## config.mk

```make
export PLATFORM = sky130hd
export DESIGN_NAME = xfer_fifo_pair
export DESIGN_NICKNAME = d
export VERILOG_FILES = /design/src/rtl/xfer_fifo_pkg.sv /design/src/rtl/xfer_fifo_mem.sv /design/src/rtl/xfer_fifo_ptr.sv /design/src/rtl/xfer_fifo_dbg.sv /design/src/rtl/xfer_fifo_pair.sv
export SDC_FILE = /design/constraint.sdc
export NUM_CORES = 1
export LEC_CHECK = 0
export ABC_AREA = 1
export BUFFER_PORTS_ARGS = -buffer_cell sky130_fd_sc_hd__buf_2
export CORE_ASPECT_RATIO = 0.7
export CORE_MARGIN = 4
export CORE_UTILIZATION = 38
export CTS_CLUSTER_DIAMETER = 60
export DETAILED_ROUTE_END_ITERATION = 16
export PLACE_DENSITY_LB_ADDON = 0.3
export SLEW_MARGIN = 10
export SYNTH_ARGS = -nofsm -noshare
export SYNTH_HDL_FRONTEND = slang
export SYNTH_SLANG_ARGS = --single-unit
```

## constraint.sdc

```tcl
create_clock -name clk -period 11.2 [get_ports clk]
set_clock_uncertainty 0.05 [all_clocks]
set_input_delay 1.68 -clock clk [delete_from_list [all_inputs] [get_ports clk]]
set_output_delay 1.68 -clock clk [all_outputs]
set_load 0.01 [all_outputs]
```

## src/rtl/xfer_fifo_pkg.sv

```systemverilog
package xfer_fifo_pkg;
    typedef enum logic [1:0] {
        JOIN_NONE = 2'd0,
        JOIN_TX   = 2'd1,
        JOIN_RX   = 2'd2
    } join_e;

    localparam int NUM_FLAGS   = 4;
    localparam int FLG_TXSTALL = 0;
    localparam int FLG_TXOVER  = 1;
    localparam int FLG_RXUNDER = 2;
    localparam int FLG_RXSTALL = 3;
endpackage

```

## src/rtl/xfer_fifo_mem.sv

```systemverilog
module xfer_fifo_mem #(
    parameter int DW    = 32,
    parameter int SLOTS = 8,
    localparam int AW   = $clog2(SLOTS)
) (
    input  logic          clk,
    input  logic          rst_n,
    input  logic          wa_en,
    input  logic [AW-1:0] wa_addr,
    input  logic [DW-1:0] wa_data,
    input  logic          wb_en,
    input  logic [AW-1:0] wb_addr,
    input  logic [DW-1:0] wb_data,
    input  logic [AW-1:0] ra_addr,
    output logic [DW-1:0] ra_data,
    input  logic [AW-1:0] rb_addr,
    output logic [DW-1:0] rb_data
);
    logic [DW-1:0] mem_q [SLOTS];

    always_ff @(posedge clk) begin
        if (wa_en) mem_q[wa_addr] <= wa_data;
        if (wb_en) mem_q[wb_addr] <= wb_data;
    end

    assign ra_data = mem_q[ra_addr];
    assign rb_data = mem_q[rb_addr];


    disjoint_write_chk: assert property (@(posedge clk) disable iff (!rst_n)
        (wa_en && wb_en) |-> (wa_addr != wb_addr));
endmodule

```

## src/rtl/xfer_fifo_ptr.sv

```systemverilog
module xfer_fifo_ptr #(
    parameter int SLOTS = 8,
    localparam int AW   = $clog2(SLOTS),
    localparam int CW   = $clog2(SLOTS + 1)
) (
    input  logic          clk,
    input  logic          rst_n,
    input  logic          flush,
    input  logic [AW-1:0] base,
    input  logic [CW-1:0] cap,
    input  logic          push,
    input  logic          pop,
    output logic          push_fire,
    output logic [AW-1:0] wr_addr,
    output logic [AW-1:0] rd_addr,
    output logic          full,
    output logic          empty
);
    typedef struct packed {
        logic [AW-1:0] wr;
        logic [AW-1:0] rd;
        logic [CW-1:0] cnt;
    } ptr_st_t;

    ptr_st_t st_d, st_q;
    logic    pop_fire;

    function automatic logic [AW-1:0] step(input logic [AW-1:0] idx, input logic [CW-1:0] lim);
        if (CW'(idx) + CW'(1) >= lim) return '0;
        return idx + AW'(1);
    endfunction

    assign full      = (st_q.cnt == cap);
    assign empty     = (st_q.cnt == '0);
    assign push_fire = push && !full && !flush;
    assign pop_fire  = pop && !empty && !flush;
    assign wr_addr   = base + st_q.wr;
    assign rd_addr   = base + st_q.rd;

    always_comb begin
        st_d = st_q;
        if (flush) begin
            st_d = '0;
        end else begin
            if (push_fire) st_d.wr = step(st_q.wr, cap);
            if (pop_fire)  st_d.rd = step(st_q.rd, cap);
            case ({push_fire, pop_fire})
                2'b10:   st_d.cnt = st_q.cnt + CW'(1);
                2'b01:   st_d.cnt = st_q.cnt - CW'(1);
                default: st_d.cnt = st_q.cnt;
            endcase
        end
    end

    always_ff @(posedge clk or negedge rst_n) begin
        if (!rst_n) st_q <= '0;
        else        st_q <= st_d;
    end


    flush_empty_chk: assert property (@(posedge clk) disable iff (!rst_n)
        flush |=> empty);


    count_bound_chk: assert property (@(posedge clk) disable iff (!rst_n)
        st_q.cnt <= cap);
endmodule

```

## src/rtl/xfer_fifo_dbg.sv

```systemverilog
module xfer_fifo_dbg #(
    parameter int NF = 4
) (
    input  logic          clk,
    input  logic          rst_n,
    input  logic [NF-1:0] set,
    input  logic [NF-1:0] clr,
    output logic [NF-1:0] flags
);
    typedef struct packed {
        logic [NF-1:0] flags;
    } dbg_st_t;

    dbg_st_t st_d, st_q;

    always_comb begin
        st_d       = st_q;
        st_d.flags = (st_q.flags & ~clr) | set;
    end

    always_ff @(posedge clk or negedge rst_n) begin
        if (!rst_n) st_q <= '0;
        else        st_q <= st_d;
    end

    assign flags = st_q.flags;


    sticky_hold_chk: assert property (@(posedge clk) disable iff (!rst_n)
        1'b1 |=> ((flags & $past(flags & ~clr)) == $past(flags & ~clr)));


    set_wins_chk: assert property (@(posedge clk) disable iff (!rst_n)
        1'b1 |=> ((flags & $past(set)) == $past(set)));
endmodule

```

## src/rtl/xfer_fifo_pair.sv

```systemverilog
module xfer_fifo_pair
    import xfer_fifo_pkg::*;
#(
    parameter int DW    = 32,
    parameter int DEPTH = 4
) (
    input  logic          clk,
    input  logic          rst_n,
    input  logic [1:0]    join_mode,
    input  logic          flush,
    input  logic          bus_wr_en,
    input  logic [DW-1:0] bus_wr_data,
    input  logic          bus_rd_en,
    output logic [DW-1:0] bus_rd_data,
    output logic          mc_tx_valid,
    input  logic          mc_tx_ready,
    output logic [DW-1:0] mc_tx_data,
    input  logic          mc_rx_valid,
    output logic          mc_rx_ready,
    input  logic [DW-1:0] mc_rx_data,
    output logic          tx_full,
    output logic          tx_empty,
    output logic          rx_full,
    output logic          rx_empty,
    input  logic          irq_tx_en,
    input  logic          irq_rx_en,
    output logic          irq_tx,
    output logic          irq_rx,
    input  logic [NUM_FLAGS-1:0] dbg_clr,
    output logic [NUM_FLAGS-1:0] dbg_flags
);
    localparam int SLOTS = 2 * DEPTH;
    localparam int AW    = $clog2(SLOTS);
    localparam int CW    = $clog2(SLOTS + 1);

    typedef struct packed {
        join_e mode;
    } top_st_t;

    top_st_t st_d, st_q;
    join_e   mode_req;
    logic    flush_all;
    logic [CW-1:0] tx_cap, rx_cap;
    logic [AW-1:0] rx_base;
    logic [AW-1:0] tx_wa, tx_ra, rx_wa, rx_ra;
    logic          tx_push, rx_push;
    logic [DW-1:0] tx_head, rx_head;
    logic [NUM_FLAGS-1:0] flag_set;

    always_comb begin
        case (join_mode)
            2'd1:    mode_req = JOIN_TX;
            2'd2:    mode_req = JOIN_RX;
            default: mode_req = JOIN_NONE;
        endcase
        st_d      = st_q;
        st_d.mode = mode_req;
        flush_all = flush || (mode_req != st_q.mode);
        case (st_q.mode)
            JOIN_TX: begin tx_cap = CW'(SLOTS); rx_cap = '0;         rx_base = '0;         end
            JOIN_RX: begin tx_cap = '0;         rx_cap = CW'(SLOTS); rx_base = '0;         end
            default: begin tx_cap = CW'(DEPTH); rx_cap = CW'(DEPTH); rx_base = AW'(DEPTH); end
        endcase
    end

    always_ff @(posedge clk or negedge rst_n) begin
        if (!rst_n) st_q <= '{mode: JOIN_NONE};
        else        st_q <= st_d;
    end

    xfer_fifo_ptr #(.SLOTS(SLOTS)) u_tx_ptr (
        .clk(clk), .rst_n(rst_n), .flush(flush_all), .base('0), .cap(tx_cap),
        .push(bus_wr_en), .pop(mc_tx_ready), .push_fire(tx_push),
        .wr_addr(tx_wa), .rd_addr(tx_ra), .full(tx_full), .empty(tx_empty)
    );

    xfer_fifo_ptr #(.SLOTS(SLOTS)) u_rx_ptr (
        .clk(clk), .rst_n(rst_n), .flush(flush_all), .base(rx_base), .cap(rx_cap),
        .push(mc_rx_valid), .pop(bus_rd_en), .push_fire(rx_push),
        .wr_addr(rx_wa), .rd_addr(rx_ra), .full(rx_full), .empty(rx_empty)
    );

    xfer_fifo_mem #(.DW(DW), .SLOTS(SLOTS)) u_mem (
        .clk(clk), .rst_n(rst_n),
        .wa_en(tx_push), .wa_addr(tx_wa), .wa_data(bus_wr_data),
        .wb_en(rx_push), .wb_addr(rx_wa), .wb_data(mc_rx_data),
        .ra_addr(tx_ra), .ra_data(tx_head),
        .rb_addr(rx_ra), .rb_data(rx_head)
    );

    always_comb begin
        flag_set              = '0;
        flag_set[FLG_TXSTALL] = mc_tx_ready && tx_empty;
        flag_set[FLG_TXOVER]  = bus_wr_en && tx_full;
        flag_set[FLG_RXUNDER] = bus_rd_en && rx_empty;
        flag_set[FLG_RXSTALL] = mc_rx_valid && rx_full;
    end

    xfer_fifo_dbg #(.NF(NUM_FLAGS)) u_dbg (
        .clk(clk), .rst_n(rst_n), .set(flag_set), .clr(dbg_clr), .flags(dbg_flags)
    );

    assign mc_tx_valid = !tx_empty;
    assign mc_tx_data  = tx_head;
    assign mc_rx_ready = !rx_full;
    assign bus_rd_data = rx_empty ? '0 : rx_head;
    assign irq_tx      = irq_tx_en && !tx_full;
    assign irq_rx      = irq_rx_en && !rx_empty;


    join_tx_closed_chk: assert property (@(posedge clk) disable iff (!rst_n)
        (st_q.mode == JOIN_TX) |-> (rx_full && rx_empty));


    join_rx_closed_chk: assert property (@(posedge clk) disable iff (!rst_n)
        (st_q.mode == JOIN_RX) |-> (tx_full && tx_empty));


    mode_flush_chk: assert property (@(posedge clk) disable iff (!rst_n)
        (mode_req != st_q.mode) |=> (tx_empty && rx_empty));


    tx_over_flag_chk: assert property (@(posedge clk) disable iff (!rst_n)
        (bus_wr_en && tx_full) |=> dbg_flags[FLG_TXOVER]);
endmodule

```

### Word level (Yosys, flattened, before mapping)

Memories as Yosys holds them, arrays and structs flattened.
Index checks and enable logic that the tools add are counted.

| word-level totals | value |
|---|---|
| flip-flop bits (word level) | 26 |
| latch bits | 0 |
| RAM bits | 256 |
| memory bits (read-only) | 0 |
| output and inout bits | 76 |
| memories | 1 |

| operators by class | value |
|---|---|
| add/sub/neg operators | 14 |
| multipliers | 0 |
| divide/modulo/power cells | 0 |
| order comparisons | 4 |
| equal/unequal tests | 11 |
| shifts and indexed selects | 0 |
| multiplexer cells | 37 |
| bitwise operators | 3 |
| reduce and logical (&&, ||, !) cells | 29 |

Memories:

| name | depth | bits a word | rd ports | clocked after memory_dff | write ports | line | source |
|---|---|---|---|---|---|---|---|
| u_mem.mem_q | 8 | 32 | 2 | 0 | 2 | xfer_fifo_mem.sv:19 | `logic [DW-1:0] mem_q [SLOTS];` |

Operators with widths:

| cell | count |
|---|---|
| two-way mux 3 bit | 13 |
| two-way mux 32 bit | 1 |
| case mux 4 bit (2 select lines) | 4 |
| two-way mux 10 bit | 2 |
| adder 3 x 1 -> 4 bit (second input constant) | 4 |
| greater-or-equal comparator 4 bit | 4 |
| two-way mux 1 bit | 16 |
| logical AND 1 bit | 14 |
| adder 3 x 1 -> 3 bit (second input constant) | 4 |
| adder 4 x 1 -> 4 bit (second input constant) | 2 |
| == test 2 x 1 -> 1 bit (second input constant) | 4 |
| == test 2 bit (second input constant) | 4 |
| == test 4 bit | 2 |
| zero test 4 bit | 2 |
| nonzero test 2 bit | 4 |
| subtractor 4 x 1 -> 4 bit (second input constant) | 2 |
| adder 3 bit | 2 |
| nonzero test 3 bit | 2 |
| zero test 1 bit | 5 |
| AND 4 bit | 1 |
| inverter 4 bit | 1 |
| OR 4 bit | 1 |
| case mux 2 bit (2 select lines) | 1 |
| inequality test 2 bit | 1 |
| other kinds (2) | 2 |

### Longest topological paths before layout

| logic depth | value |
|---|---|
| depth in word-level cells | 11 |
| mapped depth | 19 |
| depth with buffers taken out | 19 |

### By module

A second synthesis with hierarchy kept.

| second synthesis, totals | value |
|---|---|
| cell total of the unflattened synthesis | 2,765 |
| area, all modules | 19,517.5 um2 |

Modules (own cells, without submodules):

| module | times used | cells an instance | area each (um2) | sequential area each (um2) |
|---|---|---|---|---|
| xfer_fifo_mem | 1 | 2,370 | 16,848.7 | 7,687.4 |
| xfer_fifo_ptr at u_tx_ptr | 1 | 137 | 1,017.2 | 250.2 |
| xfer_fifo_ptr at u_rx_ptr | 1 | 137 | 1,014.7 | 250.2 |
| xfer_fifo_pair | 1 | 101 | 476.7 | 50.0 |
| xfer_fifo_dbg | 1 | 20 | 160.2 | 100.1 |

### Worst setup path after synthesis

No wires, ideal clock.

| timing path | value |
|---|---|
| kind | input-to-reg |
| from | in join_mode[1] |
| to | mem u_mem.mem_q[0][0] (enable) |
| arrival | 4.848 ns |
| required time | 10.684 ns |
| slack | 5.837 ns |
| cell stages on the path | 9 |
| path through | inv_1 nand2_1 nand2_1 nand2_1 nor2_4 inv_2 nor2_1 nand3_1 o21ai_0 |

RTL lines:

| item | line | source |
|---|---|---|
| from (decl) | xfer_fifo_pair.sv:9 | `input logic [1:0] join_mode,` |
| to (decl) | xfer_fifo_mem.sv:19 |  |

### Final worst setup path

| timing path | value |
|---|---|
| from | reg u_rx_ptr.st_q[4] in the netlist's numbering |
| to | out bus_rd_data[30] |

| on the way | value |
|---|---|
| cells in the longest elaborated chain, start to end | 3 |

RTL lines:

| item | line | source |
|---|---|---|
| from (decl) | xfer_fifo_ptr.sv:25 | `ptr_st_t st_d, st_q;` |
| from (signal assigned) | xfer_fifo_ptr.sv:57 | `else st_q <= st_d;` |
| adder 3 bit | xfer_fifo_ptr.sv:38 | `assign rd_addr = base + st_q.rd;` |
| memory read (8 x 32 bit) | -- |  |
| two-way mux 32 bit | xfer_fifo_pair.sv:106 | `assign bus_rd_data = rx_empty ? '0 : rx_head;` |
| to (decl) | xfer_fifo_pair.sv:14 | `output logic [DW-1:0] bus_rd_data,` |

No other way between the ends.

==> flow_summary_export.csv <==
group,metric,value,unit
timing,drv_slew,0,
place,place_congestion,0.7953,
setup_path,crit_arrival,3.79,ns
synthesis,yosys.area.top_type,"edfxtp_1",
place,io_buffers,154,
detailed_routing,vias_per_cell,5.576,
setup_path,worstSetupStartpointType,"register",
global_route,grt_pass1_wl,82340,µm
place,hpwl,30670,µm
floorplanning,die_area,0.04765,mm²
timing,setup_viol,0,
synthesis,synth_common_cells,"593 x o21ai_0, 367 x nand2_1, 256 x edfxtp_1",
clock_tree,root_buffer,"clkbuf_16",
timing,fin_tns_setup,0,ns
timing,hold_violations,0,
clock_tree,clock-sinks,282,
clock_tree,clk_path_buf_depth,3,
timing,setup_slack,5.684,ns
floorplanning,start_util,0.3846,
detailed_routing,wl_per_cell,19.63,µm
setup_path,cp_num_buf_inv,3,
place,post-place-ws,6.336,ns
floorplanning,boundaryPins,155,
job,maxCapViolCount,0,
detailed_routing,drt_iter0_markers,1747,
timing,finalCritPeriodShare,0.4925,
clock_tree,cts_tree,"done",
power_and_ir_drop,cellPowerDensity,136.9,mW/mm²
timing,timing.fmax,0.1813,GHz
clock_tree,cts_resized,0,
clock_tree,cts_hold_buf,0,
setup_path,path_class,"reg -> out",
synthesis,synth_cell_types,30,
power_and_ir_drop,irDropWorstVdd,149.4,µV
setup_path,crit_path_cell_trace,"buf_4 > buf_4 > o21ai_0 > o21ai_0 > o21ai_0 > a31oi_1 > buf_2",
finish,nets,2219,
global_route,grt_pass1_vias,14340,
synthesis,syn_area_per_cell,8.008,µm²
synthesis,syn_nets,2195,
synthesis,synth_cells,2096,
setup_path,critical_path_required,9.47,ns
synthesis,ys_ff_latch,282,
synthesis,ys.warnings.count,0,
setup_path,crit_path_end_kind,"primary output",
global_route,grt_usage,0.2185,
synthesis,synth_edf_count,256,
detailed_routing,drt_pass1_iterations,6,
global_route,grt_overflow_total,0,
synthesis,postSynth.asyncResetShare,0.09220,
timing,min_period,5.516,ns
synthesis,synth_top_cell_area_share,0.4580,
synthesis,ys_seq_area_frac,0.4968,
setup_path,critPathSlowestCell,"dfrtp_4",
floorplanning,core_area,0.04364,mm²
worst_hold_path,worstHoldPathType,"reg -> reg",
timing,rsz0062_at_grt,"no",
floorplanning,die_w,259.2,µm
clock_tree,clk_pin_slew,0.07,ns
detailed_routing,vias,15270,
synthesis,synth_area_leaders,"edfxtp_1 46%, o21ai_0 18%, nand2_1 8.2%",
synthesis,synth_area,0.01678,mm²
detailed_routing,final_antenna_net_count,0,
setup_path,worst-path-max-fanout,80,
setup_path,crit_path_frequent_cell,"o21ai_0",
floorplanning,die_h,183.8,µm
synthesis,synth-main-ff-cell,"edfxtp_1",
finish,drive_gt1_frac,0.1222,
clock_tree,cts.htree.levels,1,
clock_tree,clkLatencyLatePin,0.58,ns
status,status,"complete, no violations",
timing,timing.hold.ws,0.4864,ns
detailed_routing,drc_errors,0,
power_and_ir_drop,leakagePower,7.576,nW
detailed_routing,wl,53780,µm
timing,worst_pin_slew,1.077,ns
finish,areaGrowthSynthToFinish,12.10,%
setup_path,cp_top_family,"buffers and inverters",
timing,slew_headroom,0.2793,
setup_path,slowest_delay,0.82,ns
global_route,grt_antenna_before_repair,1,
global_route,grt_max_degree,82,
clock_tree,post_cts_buffers,0,
floorplanning,num_rows,64,
synthesis,synth_most_common_cell,"o21ai_0",
clock_tree,numCtsBuffers,30,
[per-stage QoR]
step                      cells  area [µm²]  power (mW)    util
final                      2739       18820       2.575  0.4311
after global routing       2739       18820       2.670  0.4311
after CTS                  2737       18780       2.588  0.4303
after detailed placement   2681       17720       1.505  0.4060
after global placement     2681       17720       1.499  0.4060
after floorplan            2096       16780       1.389       -
[registers in the layout, indices dropped and copies added, names as in the netlist]
register       flops
u_rx_ptr.st_q     10
u_tx_ptr.st_q     10
st_q               2
u_mem.mem_q      256
u_dbg.flags        4
[cell type report]
type | instances | area, µm²
antenna | 1 | 2.502
fill | 4227 | 24830
inverter | 146 | 550.5
timing repair buffer | 181 | 993.5
tap | 594 | 743.2
sequential | 282 | 8351
clock inverter | 20 | 265.3
clock buffer | 36 | 794.5
multi-input combinational | 1479 | 7116
[cell usage in the layout, fill, tap and decap left out, drive strengths merged, types with 6 or more instances in the layout]
| cell | synthesis | routed |
|---|---|---|
| buf | 94 | 181 |
| xnor2 | 6 | 6 |
| dfrtp | 26 | 26 |
| a21oi | 135 | 135 |
| clkinv | 1 | 8 |
| nor2 | 215 | 215 |
| a31oi | 64 | 64 |
| clkinvlp | 0 | 7 |
| clkbuf | 95 | 36 |
| bufinv | 0 | 6 |
| ha | 18 | 18 |
| o21ai | 632 | 632 |
| nand3 | 28 | 28 |
| inv | 145 | 145 |
| nand2 | 368 | 368 |
| edfxtp | 256 | 256 |
[final timing paths]
check / from / endpoint / slack, ns / cells past startpoint
max in group asynchronous: rst_n / u_tx_ptr.st_q[4]$_DFFE_PN0P_ / 9.54 / 1
hold reg to reg: u_dbg.flags[2]$_DFF_PN0_ / u_dbg.flags[2]$_DFF_PN0_ / 0.49 / 2
hold / removal: u_dbg.flags[2]$_DFF_PN0_ / u_dbg.flags[2]$_DFF_PN0_ / 0.49 / 2
setup / recovery: u_rx_ptr.st_q[4]$_DFFE_PN0P_ / bus_rd_data[30] / 5.68 / 7
setup reg to reg: st_q[0]$_DFF_PN0_ / u_mem.mem_q[7][22]$_DFFE_PP_ / 7.50 / 10
min in group asynchronous: rst_n / u_dbg.flags[3]$_DFF_PN0_ / 1.07 / 1
[worst reg2reg max path, stage by stage (launching register included)]
cell,delay [ns]
dfrtp_1,0.38
inv_1,0.07
ha_1,0.63
nand2_1,0.10
nand2_1,0.10
nand3_2,0.10
nand2_2,0.13
nor2_4,0.11
nand3_2,0.07
buf_4,0.58
nand2_2,0.84
[where the power goes]
group	total (mW)	leakage (nW)	internal, mW	switching, mW
Combinational	0.301	4.43	0.0961	0.204
Sequential	1.18	2.65	1.17	0.0136
Clock	1.09	0.496	0.644	0.448
[cells by family (layout without fill, tap and decap cells)]
family	Yosys count	in the layout	share of synthesized area
simple gates	616	616	0.1424
xor+xnor	8	8	0.004175
other cells	0	1	0
buf+inv	335	383	0.08677
flops	282	282	0.4968
compound gates	835	835	0.2541
fa+ha+maj	20	20	0.01580
[metal layers]
| metal | routed length [µm] | up-vias | track usage | part of all wire |
|---|---|---|---|---|
| met5 | 0 | - | 0 | 0 |
| met2 | 24410 | 793 | 0.3557 | 0.45 |
| li1 | - | 7266 | - | - |
| met3 | 5130 | 123 | 0.03621 | 0.095 |
| met1 | 22650 | 7090 | 0.2989 | 0.42 |
| met4 | 1592 | 0 | 0.07420 | 0.030 |
Power figures use the tool's default switching activity.
